[config.mk]
export PLATFORM = sky130hd
export DESIGN_NAME = secs_counter_top
export DESIGN_NICKNAME = d
export VERILOG_FILES = /design/src/rtl/secs_counter_pkg.sv /design/src/rtl/secs_prescaler.sv /design/src/rtl/secs_count_core.sv /design/src/rtl/secs_reg_port.sv /design/src/rtl/secs_counter_top.sv
export SDC_FILE = /design/constraint.sdc
export NUM_CORES = 1
export LEC_CHECK = 0
export BUFFER_PORTS_ARGS = -buffer_cell sky130_fd_sc_hd__buf_2
export CORE_ASPECT_RATIO = 1.1
export CORE_MARGIN = 10
export CORE_UTILIZATION = 40
export DETAILED_ROUTE_END_ITERATION = 7
export GPL_TIMING_DRIVEN = 0
export PLACE_DENSITY = 0.56
export SLEW_MARGIN = 15
export SYNTH_ARGS = -nofsm -noshare
export SYNTH_HDL_FRONTEND = slang
export SYNTH_SLANG_ARGS = --single-unit
[constraint.sdc]
create_clock -name clk -period 7.23 [get_ports clk]
set_clock_uncertainty 0.15 [all_clocks]
set_input_delay 0 -clock clk [delete_from_list [all_inputs] [get_ports clk]]
set_output_delay 0 -clock clk [all_outputs]
set_load 0.02 [all_outputs]
[src/rtl/secs_counter_pkg.sv]
package secs_counter_pkg;
  localparam int unsigned SC_BYTES  = 4;
  localparam int unsigned SC_CNT_W  = SC_BYTES * 8;
  localparam int unsigned SC_ADDR_W = 3;
  localparam logic [SC_ADDR_W-1:0] SC_ADDR_CTRL = 3'd4;
  localparam int unsigned SC_HALT_BIT = 7;
endpackage

[src/rtl/secs_prescaler.sv]
module secs_prescaler #(
  parameter int unsigned PRESC_DIV = 32768
) (
  input  logic clk,
  input  logic rst_n,
  input  logic osc_ce,
  input  logic run,
  input  logic clr,
  output logic tick
);
  localparam int unsigned PRE_W = (PRESC_DIV > 1) ? $clog2(PRESC_DIV) : 1;
  localparam logic [PRE_W-1:0] PRE_LAST = PRE_W'(PRESC_DIV - 1);

  logic [PRE_W-1:0] pre_q, pre_d;
  logic             step;

  always_comb begin
    step  = osc_ce & run;
    tick  = step & (pre_q == PRE_LAST);
    pre_d = pre_q;
    if (clr)
      pre_d = '0;
    else if (tick)
      pre_d = '0;
    else if (step)
      pre_d = pre_q + 1'b1;
  end

  always_ff @(posedge clk or negedge rst_n) begin
    if (!rst_n) pre_q <= '0;
    else        pre_q <= pre_d;
  end

  // the divider never leaves its range
  p_pre_range_r1: assert property (@(posedge clk) disable iff (!rst_n)
    pre_q <= PRE_LAST);
  // a stopped oscillator holds the divider position
  p_pre_hold_r6: assert property (@(posedge clk) disable iff (!rst_n)
    (!run && !clr) |=> $stable(pre_q));
  // commit restarts the divider
  p_pre_clear_r4: assert property (@(posedge clk) disable iff (!rst_n)
    clr |=> (pre_q == '0));
endmodule

[src/rtl/secs_count_core.sv]
module secs_count_core
  import secs_counter_pkg::*;
(
  input  logic                clk,
  input  logic                rst_n,
  input  logic [SC_BYTES-1:0] stg_we,
  input  logic [7:0]          wr_data,
  input  logic                commit,
  input  logic                tick,
  input  logic                halt,
  output logic [SC_CNT_W-1:0] count
);
  logic [SC_CNT_W-1:0] stg_q, stg_d;
  logic [SC_CNT_W-1:0] cnt_q, cnt_d;
  logic                adv;

  for (genvar b = 0; b < SC_BYTES; b++) begin : g_stage
    always_comb begin
      stg_d[b*8 +: 8] = stg_q[b*8 +: 8];
      if (stg_we[b]) stg_d[b*8 +: 8] = wr_data;
    end
  end

  always_comb begin
    adv   = tick & ~halt;
    cnt_d = cnt_q;
    if (commit)   cnt_d = stg_q;
    else if (adv) cnt_d = cnt_q + 1'b1;
  end

  always_ff @(posedge clk or negedge rst_n) begin
    if (!rst_n) begin
      stg_q <= '0;
      cnt_q <= '0;
    end else begin
      stg_q <= stg_d;
      cnt_q <= cnt_d;
    end
  end

  assign count = cnt_q;

  // one tick moves the count by one, modulo 2^32
  p_step_r1: assert property (@(posedge clk) disable iff (!rst_n)
    (tick && !halt && !commit) |=> (cnt_q == $past(cnt_q) + 32'd1));
  // halt freezes the count
  p_frozen_r5: assert property (@(posedge clk) disable iff (!rst_n)
    (halt && !commit) |=> $stable(cnt_q));
  // commit moves the staged word into the count
  p_commit_r4: assert property (@(posedge clk) disable iff (!rst_n)
    commit |=> (cnt_q == $past(stg_q)));
  // without commit or tick the count is untouched by byte writes
  p_stage_only_r3: assert property (@(posedge clk) disable iff (!rst_n)
    (!commit && !tick) |=> $stable(cnt_q));
endmodule

[src/rtl/secs_reg_port.sv]
module secs_reg_port
  import secs_counter_pkg::*;
(
  input  logic                 clk,
  input  logic                 rst_n,
  input  logic                 wr_en,
  input  logic                 rd_en,
  input  logic [SC_ADDR_W-1:0] addr,
  input  logic [7:0]           wr_data,
  input  logic [SC_CNT_W-1:0]  count,
  output logic [SC_BYTES-1:0]  stg_we,
  output logic                 halt,
  output logic [7:0]           rd_data
);
  logic                halt_q, halt_d;
  logic [SC_CNT_W-1:0] snap_q, snap_d;
  logic [7:0]          rd_q, rd_d, rd_sel;

  for (genvar b = 0; b < SC_BYTES; b++) begin : g_we
    assign stg_we[b] = wr_en & (addr == SC_ADDR_W'(b));
  end

  always_comb begin
    rd_sel = 8'h00;
    if (addr == SC_ADDR_CTRL)
      rd_sel = {halt_q, 7'b0};
    else if (addr == '0)
      rd_sel = count[7:0];
    else
      for (int i = 1; i < SC_BYTES; i++)
        if (addr == SC_ADDR_W'(i)) rd_sel = snap_q[i*8 +: 8];
  end

  always_comb begin
    halt_d = halt_q;
    if (wr_en && addr == SC_ADDR_CTRL) halt_d = wr_data[SC_HALT_BIT];
    snap_d = snap_q;
    if (rd_en && addr == '0) snap_d = count;
    rd_d = rd_q;
    if (rd_en) rd_d = rd_sel;
  end

  always_ff @(posedge clk or negedge rst_n) begin
    if (!rst_n) begin
      halt_q <= 1'b0;
      snap_q <= '0;
      rd_q   <= '0;
    end else begin
      halt_q <= halt_d;
      snap_q <= snap_d;
      rd_q   <= rd_d;
    end
  end

  assign halt    = halt_q;
  assign rd_data = rd_q;

  // control padding bits read as zero
  p_ctrl_pad_r8: assert property (@(posedge clk) disable iff (!rst_n)
    (rd_en && addr == SC_ADDR_CTRL) |=> (rd_q[6:0] == 7'd0));
  // read data holds between reads
  p_rd_hold_r7: assert property (@(posedge clk) disable iff (!rst_n)
    !rd_en |=> $stable(rd_q));
  // snapshot only moves on a read of byte zero
  p_snap_hold_r7: assert property (@(posedge clk) disable iff (!rst_n)
    !(rd_en && addr == '0) |=> $stable(snap_q));
endmodule

[src/rtl/secs_counter_top.sv]
module secs_counter_top
  import secs_counter_pkg::*;
#(
  parameter int unsigned PRESC_DIV = 32768
) (
  input  logic        clk,
  input  logic        rst_n,
  input  logic        osc_ce,
  input  logic        on_backup,
  input  logic        wr_en,
  input  logic        rd_en,
  input  logic [2:0]  addr,
  input  logic [7:0]  wr_data,
  input  logic        commit,
  output logic [7:0]  rd_data,
  output logic [31:0] count_value,
  output logic        osc_run
);
  logic [1:0]          rst_sync_q;
  logic                rst_n_s;
  logic                halt;
  logic                tick;
  logic [SC_BYTES-1:0] stg_we;

  always_ff @(posedge clk or negedge rst_n) begin
    if (!rst_n) rst_sync_q <= 2'b00;
    else        rst_sync_q <= {rst_sync_q[0], 1'b1};
  end
  assign rst_n_s = rst_sync_q[1];

  assign osc_run = ~(halt & on_backup);

  secs_prescaler #(.PRESC_DIV(PRESC_DIV)) u_pre (
    .clk    (clk),
    .rst_n  (rst_n_s),
    .osc_ce (osc_ce),
    .run    (osc_run),
    .clr    (commit),
    .tick   (tick)
  );

  secs_count_core u_core (
    .clk     (clk),
    .rst_n   (rst_n_s),
    .stg_we  (stg_we),
    .wr_data (wr_data),
    .commit  (commit),
    .tick    (tick),
    .halt    (halt),
    .count   (count_value)
  );

  secs_reg_port u_regs (
    .clk     (clk),
    .rst_n   (rst_n_s),
    .wr_en   (wr_en),
    .rd_en   (rd_en),
    .addr    (addr),
    .wr_data (wr_data),
    .count   (count_value),
    .stg_we  (stg_we),
    .halt    (halt),
    .rd_data (rd_data)
  );

  // oscillator stops only for halt on backup supply
  p_osc_stop_r6: assert property (@(posedge clk) disable iff (!rst_n_s)
    (halt && on_backup) |-> !osc_run);
  // on main power the oscillator always runs
  p_osc_main_r5: assert property (@(posedge clk) disable iff (!rst_n_s)
    !on_backup |-> osc_run);
endmodule

Word-level counts from Yosys, hierarchy flattened
Index checks and enable logic that the tools add are counted.
{"block": "totals", "regBits": 122, "latchBits": 0, "mem_bits_rw": 0, "romBits": 0, "inputBits": 18, "out_inout_bits": 41, "word_cells": 42, "mem_count": 0}
{"block": "op_classes", "addsub": 2, "mul": 0, "div_mod_pow": 0, "n_lt_le_gt_ge": 0, "eq_ne": 5, "shifts": 0, "muxes": 10, "bitwise": 10, "reduce_logical": 5}
{"operator": "32-bit two-way mux", "n": 2}
{"operator": "15-bit two-way mux", "n": 3}
{"operator": "8-bit two-way mux", "n": 5}
{"operator": "32-bit by 1-bit adder with 32-bit output (second input constant)", "n": 1}
{"operator": "15-bit by 1-bit adder with 15-bit output (second input constant)", "n": 1}
{"operator": "15-bit equality test (second input constant)", "n": 1}
{"operator": "1-bit AND", "n": 8}
{"operator": "3-bit by 2-bit equality test with 1-bit output (second input constant)", "n": 2}
{"operator": "3-bit by 1-bit equality test with 1-bit output (second input constant)", "n": 1}
{"operator": "3-bit equality test (second input constant)", "n": 1}
{"operator": "3-bit zero test", "n": 1}
{"operator": "3-bit nonzero test", "n": 1}
{"operator": "1-bit logical AND", "n": 2}
{"operator": "1-bit inverter", "n": 2}
{"operator": "2-bit nonzero test", "n": 1}

Depth between registers and ports, before layout
Gate-level depths: netlist (run 1).
{"block": "logic_depth", "word_depth": 7, "ltp_mapped": 8, "ltp_nobuf": 6}

Cells and area by module
From an unflattened synthesis (run 1), not the netlist that was laid out.
{"block": "hier_totals", "cells_unflattened": 481, "hier_area_um2": 5479.0}
{"mod": "secs_count_core", "instances": 1, "cells_each": 285, "area_each_um2": 3055.4, "seq_area_each_um2": 1601.5}
{"mod": "secs_reg_port", "instances": 1, "cells_each": 110, "area_each_um2": 1541.5, "seq_area_each_um2": 825.8}
{"mod": "secs_prescaler", "instances": 1, "cells_each": 82, "area_each_um2": 824.5, "seq_area_each_um2": 375.4}
{"mod": "secs_counter_top", "instances": 1, "cells_each": 4, "area_each_um2": 57.6, "seq_area_each_um2": 50.0}

Worst setup path after synthesis (run 1)
Ideal clock, no wire load.
{"block": "synth_path", "path_kind": "flip-flop to flip-flop", "from": "register u_core.cnt_q[2] (netlist: u_core.count[2])", "to": "register u_core.cnt_q[30] (netlist: u_core.count[30])", "setup_ps": 125, "arrival_ps": 1966, "required_ps": 6955, "slack_ps": 4989, "path_stages_with_launch": 7, "path_buffers": 1, "synth_period_minus_slack_ps": 2241, "cell_sequence": "dfrtp_1 > and3_1 > clkbuf_1 > nand4_1 > nor4_2 > xor2_1 > mux2_2"}
{"block": "synth_between", "elab_chain_len": 3}
{"element": "from (decl)", "line": "secs_count_core.sv:14", "source": "logic [SC_CNT_W-1:0] cnt_q, cnt_d;"}
{"element": "from (signal assigned)", "line": "secs_count_core.sv:37", "source": "cnt_q <= cnt_d;"}
{"element": "32-bit by 1-bit adder with 32-bit output", "line": "secs_count_core.sv:28", "source": "else if (adv) cnt_d = cnt_q + 1'b1;"}
{"element": "32-bit two-way mux", "line": "secs_count_core.sv:28"}
{"element": "32-bit two-way mux", "line": "secs_count_core.sv:27", "source": "if (commit) cnt_d = stg_q;"}
Every way passes these cells. The select of a mux whose other input is x is not followed.
A chain may end at the register's enable or synchronous reset.

Worst setup path in the final report (run 1)
{"block": "layout_path", "from": "register u_core.cnt_q[2] (netlist: u_core.count[2])", "to": "register u_core.cnt_q[16] (netlist: u_core.count[16])"}
Same word-level chain as after synthesis.

==> impl_metrics.py, run 1 <==
metrics = {
    "yosys": {
        "synth-seq-cells": 114,
        "yosysUniqueCellTypes": 43,
        "syn_inst": 480,
        "synth-edff-count": 0,
        "yosysSeqAreaShare": 0.5144,
        "async_reset_ff_frac": 1.000,
        "synth_top_area_cell": "dfrtp_1",
        "synth_area_um2": 5545,
        "yosysWarnings": 0,
        "synthFlopType": "dfrtp_1",
        "avgSynthCellArea_um2": 11.55,
        "synth_fp_nets": 500,
        "netlist_top_cells_area": "dfrtp_1 51%, mux2_2 12%, xnor2_1 4.7%",
        "synth_top_area_share": 0.5144,
    },
    "detailed_routing": {
        "antenna_left": 0,
        "top_layer_used": "met4",
        "wl_met2_mm": 7.310,
        "routedWlPerCell_um": 19.06,
        "drtIter0Drc": 334,
        "routed_via_density": 5.208,
        "drcViolationCount": 0,
        "wl_met1_mm": 6.418,
        "drt-total-wl_mm": 14.85,
        "wl_met3_um": 667,
        "vias": 4057,
        "dr.pass1.iters": 4,
    },
    "final_layout": {
        "drive_gt1_frac": 0.3181,
        "fin_cells": 779,
        "final_util": 0.5066,
        "antenna_cells": 0,
        "fin_nets": 598,
        "area_growth_syn_to_layout_pct": 25.00,
    },
    "floorplanning": {
        "die_area_um2": 18980,
        "core_area_um2": 13680,
        "initial_core_util": 0.4053,
        "num_io_pins": 59,
        "fp.dieH_um": 143.5,
        "rows": 45,
        "die_w_um": 132.3,
    },
    "power": {
        "p_sw_w": 0.0006175,
        "power.share.switching": 0.2822,
        "cellInternalPower_w": 0.001571,
        "clkPwrFrac": 0.407,
        "pwr-share-comb": 0.174,
        "power_density_nw_per_um2": 315.7,
        "peakVddDrop_mv": 0.1826,
        "pwr-share-seq": 0.419,
        "power_leakage_nw": 2.922,
    },
    "clock_tree": {
        "cts_root_buf": "clkbuf_16",
        "cts_max_level": 4,
        "cts.path.max_buffers": 2,
        "cts_buffers": 17,
        "cts.sink_count": 114,
        "clock_latency_ps": 420,
        "clk_pin_slew_ps": 50,
        "cts_tree": "built",
        "postCtsSetupBuffers": 0,
    },
    "setup_path": {
        "end_kind": "flip-flop",
        "critPathArrivalTime_ps": 2890,
        "rr_worst_depth": 6,
        "reg2reg_setup_slack_ps": 4500,
        "path_class": "flip-flop to flip-flop",
        "timing.rr.start": "u_core.count[2]$_DFFE_PN0P_",
        "required_ps": 7390,
        "startpoint_type": "flip-flop",
        "cp_max_fo": 10,
        "r2r-end": "u_core.count[16]$_DFFE_PN0P_",
    },
    "run": {
        "maxCapViolCount": 0,
    },
    "min_path": {
        "min_path_cells": 0,
        "hold_start": "rst_sync_q[0]$_DFF_PN0_",
        "hold_path_class": "flip-flop to flip-flop",
        "holdPathEnd": "rst_sync_q[1]$_DFF_PN0_",
    },
    "grt": {
        "grt_pass1_wl_mm": 23.67,
        "grt_max_degree": 59,
        "overflow": 0,
        "antenna_found_initial": 0,
        "grt_pass1_vias": 4249,
        "grt_usage": 0.1623,
    },
    "timing": {
        "setup_tns_ps": 0,
        "rsz0062_at_grt": "no",
        "tightest_slew_ps": 848.9,
        "min_period_ps": 2730,
        "fin_crit_sh": 0.3776,
        "drv_slew": 0,
        "final-setup-viol-count": 0,
        "hold_viol": 0,
        "timing.fmax_mhz": 366.3,
        "relSlewSlack": 0.4320,
    },
    "place": {
        "globalplace.congestion": 0.8443,
        "place_inst": 726,
        "dp_hpwl_mm": 11.01,
        "portBuffers": 57,
    },
    "status": {
        "outcome": "finished, final reports clean",
    },
}
[per-layer routing]
layer | vias up | GRT usage
met1 | 2035 | 0.1954
li1 | 1892 | -
met5 | - | 0
met2 | 100 | 0.2691
met3 | 30 | 0.03876
met4 | 0 | 0.07879
[cell usage after synthesis, types with 2 or more instances]
master	instances
a31oi_1	2
dfrtp_1	114
nand3_1	12
nand2_1	50
nand2b_1	2
mux2_2	60
a21oi_1	6
mux2_1	5
xor2_1	11
and2_1	2
nor4_2	18
and4_1	6
xnor2_1	30
mux2i_1	2
nand4_1	14
buf_2	8
nor2b_1	2
buf_1	3
o22ai_1	7
nor3_1	13
inv_1	17
o21ai_1	21
and3b_1	2
buf_6	2
ha_1	2
clkbuf_1	12
nor2_1	27
and3_1	8
mux4_2	8
[timing repair]
| item | 4_1_cts | 5_1_grt |
|---|---|---|
| resized for setup | 0 | 0 |
| hold buffers | 21 | 0 |
| hold endpoints to repair | 60 | 0 |
| setup endpoints to repair | 0 | 0 |
[area by class of cell]
class                   count  area [µm²]
plain buffers              25       118.9
repair buffers             79       523.0
inverters                  18       67.56
fillers                  1241        6750
multi-input cells         323        2506
clock inverters            12       187.7
well taps                 188       235.2
flip-flops and latches    114        2856
clock buffers              20       436.7
[worst max-delay path by stage]
stage	startpoint	endpoint	slack, ps	depth (start not counted)
global placement	rst_sync_q[1]$_DFF_PN0_	u_regs.rd_data[0]$_DFFE_PN0P_	2350	0
detailed placement	u_core.count[2]$_DFFE_PN0P_	u_core.count[16]$_DFFE_PN0P_	4490	6
global route	u_core.count[2]$_DFFE_PN0P_	u_core.count[16]$_DFFE_PN0P_	4350	6
floorplan	rst_sync_q[1]$_DFF_PN0_	u_core.count[0]$_DFFE_PN0P_	3670	0
CTS	u_core.count[2]$_DFFE_PN0P_	u_core.count[16]$_DFFE_PN0P_	4480	6
finish	u_core.count[2]$_DFFE_PN0P_	u_core.count[16]$_DFFE_PN0P_	4500	6
[critical path: stages (launching register included)]
cell and delay (ps):
dfrtp_1 520, and3_1 200, clkbuf_1 310, nand4_1 540, nor4_2 510, xor2_1 110, mux2_2 270
[through the flow]
stage | instance area, µm² | hold slack, ps | power [W] | worst slack [ps]
after global routing | 6932 | 225.3 | 0.002284 | 4351
final | 6932 | 197.8 | 0.002188 | 4500
after CTS | 6932 | 202.7 | 0.002209 | 4480
after detailed placement | 6097 | -362.0 | 0.001303 | 4485
after floorplan | 5545 | -445.6 | 0.001138 | 3669
after global placement | 6066 | -364.2 | 0.001287 | 2353
[cells by family after synthesis]
group,Yosys count,synth area share
adder cells (fa/ha/maj),2,0.004512
XOR/XNOR,41,0.06476
AO/OA/AOI/OAI,41,0.04264
flip-flops,114,0.5144
other,1,0.0006762
buffers and inverters,43,0.03362
AND/OR/NAND/NOR,163,0.1713
multiplexers,75,0.1681
[placed cells by master (no fill, tap or decap), types with 3 or more instances in the layout]
cell type,instances
mux2_2,60
nand2_1,50
mux4_2,8
dlygate4sd3_1,21
bufinv_16,5
dfrtp_1,113
o21ai_1,21
clkbuf_16,17
mux2_1,5
nor2_1,27
nor3_1,13
inv_1,17
and4_1,6
xnor2_1,30
clkinv_2,6
xor2_1,11
o22ai_1,7
buf_2,65
nand3_1,12
nor4_2,18
and3_1,8
nand4_1,14
clkbuf_1,15
a21oi_1,6
buf_1,3
[power groups by stage]
stage,logic [W],registers [W],clock network [W]
detailed placement,0.000374,0.000929,0
global placement,0.000358,0.000928,0
CTS,0.000386,0.000919,0.000904
floorplan,0.000208,0.000930,0
global route,0.000417,0.000937,0.000930
finish,0.000380,0.000917,0.000891
[flip-flops by register name, indices dropped and copies added (netlist names)]
name / flops
rst_sync_q: 2
u_regs.rd_data: 8
u_pre.pre_q: 15
u_core.stg_q: 32
u_core.count: 32
u_regs.halt: 1
u_regs.snap_q: 24
Power figures use the tool's default switching activity.
==> run 2, diff against run 1 <==
- ABC_AREA: default -> 1
- PLACE_DENSITY: 0.56 -> 0.58
- clock period: 7.23 -> 2.5 ns (I/O delays scaled with it)
==> run 2 against run 1 <==
Against the previous run:
- synthesized cell count up 58%
- first-iteration DRC count is 28% higher
- die area is 5.0% higher
- power increased to 2.5 times the previous value
- final cell count rose by 35%
- flip-flop and latch count unchanged
- sequential share of layout area fell by 1.2 points
- register-to-register slack got worse by 4300 ps
- routed wire length up 22%
- area after synthesis grew 5.9%
- fmax increased by 19%
- highest routed layer unchanged
==> impl_metrics.py, run 2 <==
metrics = {
    "detailed_routing": {
        "routedWlPerCell_um": 17.19,
        "antenna_left": 0,
        "vias": 5403,
        "routed_via_density": 5.131,
        "drtIter0Drc": 427,
        "dr.pass1.iters": 5,
        "drt-total-wl_mm": 18.10,
        "drcViolationCount": 0,
    },
    "clock_tree": {
        "cts_root_buf": "clkbuf_16",
        "cts_tree": "built",
        "cts_buffers": 17,
        "cts.sink_count": 114,
        "postCtsSetupBuffers": 0,
        "cts_max_level": 4,
        "clk_pin_slew_ps": 50,
        "clock_latency_ps": 420,
        "cts.path.max_buffers": 2,
    },
    "run": {
        "maxCapViolCount": 0,
    },
    "setup_path": {
        "cpMostUsedCell": "nand2_1",
        "cp_max_fo": 7,
        "path_buf_inv": 2,
        "worstPathCellList": "ha_1 > nand2_1 > nor2_4 > nand3_2 > o21ai_1 > inv_1 > nand2_1 > o21ai_0 > dlygate4sd3_1",
        "end_kind": "flip-flop",
        "required_ps": 2640,
        "startpoint_type": "flip-flop",
        "critPathMaxStageDelay_ps": 560,
        "crit_family": "buffers and inverters",
        "path_class": "flip-flop to flip-flop",
        "cp_slowest_cell": "dlygate4sd3_1",
        "critPathArrivalTime_ps": 2430,
    },
    "yosys": {
        "yosysUniqueCellTypes": 41,
        "yosysSeqAreaShare": 0.4858,
        "synth-seq-cells": 114,
        "synth.most_common_cell": "nand2_1",
        "synth_commonest_cells": "229 x nand2_1, 114 x dfrtp_1, 85 x nor2_1",
        "avgSynthCellArea_um2": 7.747,
        "netlist_top_cells_area": "dfrtp_1 49%, nand2_1 15%, o21ai_0 6.7%",
        "yosysWarnings": 0,
        "syn_inst": 758,
        "synthFlopType": "dfrtp_1",
        "synth_top_area_cell": "dfrtp_1",
        "synth_fp_nets": 778,
        "async_reset_ff_frac": 1.000,
        "synth-edff-count": 0,
        "synth_area_um2": 5872,
        "synth_top_area_share": 0.4858,
    },
    "timing": {
        "relSlewSlack": 0.6126,
        "tightest_slew_ps": 581.1,
        "timing.fmax_mhz": 435.5,
        "fin_crit_sh": 0.9185,
        "rsz0062_at_grt": "no",
        "hold_viol": 0,
        "final-setup-viol-count": 0,
        "drv_slew": 0,
        "min_period_ps": 2296,
        "layout_setup_ws_ps": 203.7,
        "setup_tns_ps": 0,
    },
    "final_layout": {
        "fin_cells": 1053,
        "area_growth_syn_to_layout_pct": 21.71,
        "fin_nets": 874,
        "fillCellCount": 1474,
        "multiInputGateArea_um2": 2648,
        "final_common_cell": "nand2_1",
        "drive_gt1_frac": 0.1429,
        "regArea_um2": 2856,
        "antenna_cells": 0,
        "final_cell_mix": "229 x nand2_1, 113 x dfrtp_1, 85 x nor2_1",
    },
    "power": {
        "peakVddDrop_mv": 0.4526,
        "power_leakage_nw": 3.335,
        "power_density_nw_per_um2": 774.5,
    },
    "floorplanning": {
        "die_area_um2": 19930,
        "die_w_um": 135.5,
        "num_io_pins": 59,
        "initial_core_util": 0.4081,
        "rows": 46,
        "fp.dieH_um": 147.1,
        "core_area_um2": 14390,
    },
    "place": {
        "dp_hpwl_mm": 13.87,
        "globalplace.congestion": 0.9712,
        "portBuffers": 55,
        "place_inst": 1007,
        "preCtsSetupSlack_ps": 419.2,
    },
    "grt": {
        "grt_usage": 0.1843,
        "overflow": 0,
        "grt_pass1_wl_mm": 28.74,
        "antenna_found_initial": 0,
        "grt_max_degree": 52,
        "grt_pass1_vias": 5425,
    },
    "status": {
        "outcome": "finished, final reports clean",
    },
    "min_path": {
        "hold_path_class": "flip-flop to async pin",
    },
}
-- run 2: layout make-up --
cell class / instances / area share
multi-input cells: 556 / 0.3704
plain buffers: 25 / 0.01856
clock inverters: 1 / 0.0007003
well taps: 192 / 0.03361
clock buffers: 25 / 0.06933
inverters: 63 / 0.03344
repair buffers: 77 / 0.07423
flip-flops and latches: 114 / 0.3997
-- run 2: metal layers --
layer,track usage,wire [µm],vias to the layer above
met5,0,0,-
met4,0.07274,400,0
met3,0.04468,980,27
met2,0.2923,8502,144
met1,0.2357,8216,2564
li1,-,-,2668
-- run 2: per-stage QoR --
step / utilization / total power, W / hold WS, ps / area, µm²
2_1_floorplan: - / 0.003014 / -445.6 / 5873
3_3_place_gp: 0.4440 / 0.003407 / -365.1 / 6389
3_5_place_dp: 0.4480 / 0.003441 / -363.1 / 6446
4_1_cts: 0.4967 / 0.005576 / 49.78 / 7147
5_1_grt: 0.4967 / 0.005820 / 62.07 / 7147
6_report: 0.4967 / 0.005535 / 41.10 / 7147
-- run 2: final timing paths --
kind	depth (start not counted)	end	startpoint	slack, ps
hold / removal	0	u_core.stg_q[9]$_DFFE_PN0P_	rst_sync_q[1]$_DFF_PN0_	40
setup reg to reg	9	u_pre.pre_q[0]$_DFFE_PN0P_	u_pre.pre_q[0]$_DFFE_PN0P_	200
min in group clk	0	rst_sync_q[1]$_DFF_PN0_	rst_sync_q[0]$_DFF_PN0_	200
hold reg to reg	0	u_core.stg_q[9]$_DFFE_PN0P_	rst_sync_q[1]$_DFF_PN0_	40
setup / recovery	9	u_pre.pre_q[0]$_DFFE_PN0P_	u_pre.pre_q[0]$_DFFE_PN0P_	200
max in group asynchronous	2	u_regs.snap_q[26]$_DFFE_PN0P_	rst_sync_q[1]$_DFF_PN0_	1330
-- run 2: where the power goes --
| part | switching (W) | internal [W] | total [W] | leakage, nW |
|---|---|---|---|---|
| combinational | 0.000639 | 0.000349 | 0.000989 | 1.64 |
| sequential | 0.000308 | 0.00214 | 0.00245 | 1.45 |
| clock | 0.000764 | 0.00133 | 0.00209 | 0.247 |
-- run 2: kinds of logic after synthesis --
family | Yosys count | share of synthesized area
simple gates | 411 | 0.3017
compound gates | 126 | 0.1189
xor+xnor | 12 | 0.01790
mux | 4 | 0.007458
fa+ha+maj | 2 | 0.004261
flops | 114 | 0.4858
buf+inv | 88 | 0.06329
other cells | 1 | 0.0006386
-- run 2: repair_timing --
action,4_1_cts,5_1_grt
endpoints found under the hold margin,50,0
gates resized for setup,0,1
hold buffers,20,0
setup endpoints to repair,0,1
==> run 3, diff against run 2 <==
- ABC_AREA: 1 -> 0
- CORE_ASPECT_RATIO: 1.1 -> default
==> run 3 against run 2 <==
Against the previous run:
- flip-flop and latch count stayed put
- sequential power up 8%
- final cell count decreased by 27%
- largest cell class unchanged
- largest power group unchanged
==> impl_metrics.py, run 3 (synthesis gave the netlist of run 1 again) <==
metrics = {
    "final_layout": {
        "area_growth_syn_to_layout_pct": 25.18,
        "final_common_cell": "dfrtp_1",
        "final_util": 0.5180,
        "fin_cells": 770,
        "design_area_um2": 6942,
        "fin_nets": 603,
        "final_cell_mix": "113 x dfrtp_1, 66 x buf_2, 60 x mux2_2",
        "drive_gt1_frac": 0.3283,
        "antenna_cells": 0,
    },
    "power": {
        "power_leakage_nw": 2.943,
        "power.share.switching": 0.2892,
        "p_sw_w": 0.001760,
        "pwr-share-seq": 0.435,
        "p_total_w": 0.006085,
        "cellInternalPower_w": 0.004325,
        "pwr-share-comb": 0.187,
        "peakVddDrop_mv": 0.4646,
        "clkPwrFrac": 0.379,
        "power_density_nw_per_um2": 876.5,
    },
    "grt": {
        "overflow": 0,
        "grt_usage": 0.1673,
        "grt_pass1_vias": 4285,
        "grt_pass1_wl_mm": 24.12,
        "antenna_found_initial": 0,
        "grt_max_degree": 59,
    },
    "timing": {
        "timing.fmax_mhz": 412.3,
        "rsz0062_at_grt": "yes",
        "tightest_slew_ps": 931.8,
        "final-setup-viol-count": 0,
        "min_period_ps": 2425,
        "hold_viol": 0,
        "drv_slew": 0,
        "layout_setup_ws_ps": 74.79,
        "relSlewSlack": 0.3765,
        "fin_crit_sh": 0.9701,
    },
    "setup_path": {
        "critPathArrivalTime_ps": 2570,
        "timing.rr.start": "u_pre.pre_q[5]$_DFFE_PN0P_",
        "required_ps": 2650,
        "startpoint_type": "flip-flop",
        "end_kind": "flip-flop",
        "path_class": "flip-flop to flip-flop",
        "cp_max_fo": 10,
        "critPathLaunch": "u_pre.pre_q[5]$_DFFE_PN0P_",
    },
    "place": {
        "place_inst": 715,
        "dp_hpwl_mm": 10.95,
        "preCtsSetupSlack_ps": -249.0,
        "placed_area_um2": 6110,
        "portBuffers": 57,
        "globalplace.congestion": 0.8857,
    },
    "run": {
        "maxCapViolCount": 0,
    },
    "detailed_routing": {
        "drt-total-wl_mm": 15.01,
        "routedWlPerCell_um": 19.49,
        "vias": 4124,
        "routed_via_density": 5.356,
        "drcViolationCount": 0,
        "drtIter0Drc": 288,
        "antenna_left": 0,
        "dr.pass1.iters": 5,
    },
    "clock_tree": {
        "cts.sink_count": 114,
        "cts_max_level": 4,
        "clk_pin_slew_ps": 50,
        "cts.path.max_buffers": 2,
        "clock_latency_ps": 410,
        "cts_root_buf": "clkbuf_16",
        "cts_tree": "built",
        "cts_buffers": 17,
    },
    "min_path": {
        "hold_path_class": "flip-flop to async pin",
    },
    "floorplanning": {
        "fp.dieH_um": 137.7,
        "die_area_um2": 18970,
        "num_io_pins": 59,
        "initial_core_util": 0.4138,
        "rows": 42,
        "core_area_um2": 13400,
        "die_w_um": 137.7,
    },
    "status": {
        "outcome": "finished, final reports clean",
    },
}
-- run 3: changes by cell type in the layout (fill, tap and decap cells not counted), sizes merged, moves of 10 or more --
cell    delta
nand2    -182
nor2      -67
o21ai     -65
mux2      +62
inv       -46
nand3     -38
xnor2     +29
nor4      +20
o211ai    -10
-- run 3: final cells by class --
type | instances | area (µm²)
fillers | 1200 | 6459
well taps | 176 | 220.2
clock inverters | 6 | 80.08
repair buffers | 85 | 588.1
clock buffers | 24 | 481.7
flip-flops and latches | 114 | 2856
inverters | 18 | 67.56
multi-input cells | 323 | 2530
plain buffers | 24 | 117.6
-- run 3: routing by layer --
metal	share of wire	routed length (µm)	GRT usage	vias up
li1	-	-	-	1913
met1	0.45	6756	0.2149	2067
met2	0.47	7061	0.2618	124
met3	0.057	848	0.04334	20
met4	0.023	340	0.07068	0
met5	0	0	0	-
-- run 3: worst paths after layout --
| kind | slack [ps] | depth (start not counted) | to |
|---|---|---|---|
| worst max register to register | 70 | 7 | u_core.count[30]$_DFFE_PN0P_ |
| worst min-delay path | 170 | 1 | u_core.stg_q[24]$_DFFE_PN0P_ |
| worst min register to register | 170 | 1 | u_core.stg_q[24]$_DFFE_PN0P_ |
| worst max-delay path | 70 | 7 | u_core.count[30]$_DFFE_PN0P_ |
| max in group asynchronous | 1450 | 2 | u_regs.rd_data[6]$_DFFE_PN0P_ |
| min in group clk | 200 | 0 | rst_sync_q[1]$_DFF_PN0_ |
-- run 3: critical path, cell delays in order (launching register included) --
cell and delay, ps:
dfrtp_1 400, nand4_1 150, or4_1 510, buf_2 170, buf_6 160, nor4_2 380
xor2_1 120, mux2_2 280
-- run 3: power groups by stage --
stage / registers, W / logic [W] / clock network, W
global placement: 0.00268 / 0.00104 / 0
finish: 0.00264 / 0.00114 / 0.00230
CTS: 0.00264 / 0.00115 / 0.00235
floorplan: 0.00269 / 0.000601 / 0
global route: 0.00269 / 0.00125 / 0.00244
detailed placement: 0.00267 / 0.00111 / 0
-- run 3: what timing repair did --
item | 4_1_cts | 5_1_grt
gates cloned | 0 | 0
gates resized for setup | 2 | 4
setup endpoints to repair | 13 | 8
hold endpoints to repair | 58 | 0
setup buffers | 5 | 0
hold buffers | 21 | 0
pin swaps | 2 | 0
-- run 3: per-stage QoR --
step	setup TNS [ps]	hold WS, ps
floorplan	0	-445.6
global placement	-27950	-364.7
detailed placement	-1032	-361.5
CTS	0	187.8
global route	-28.11	208.2
finish	0	172.1
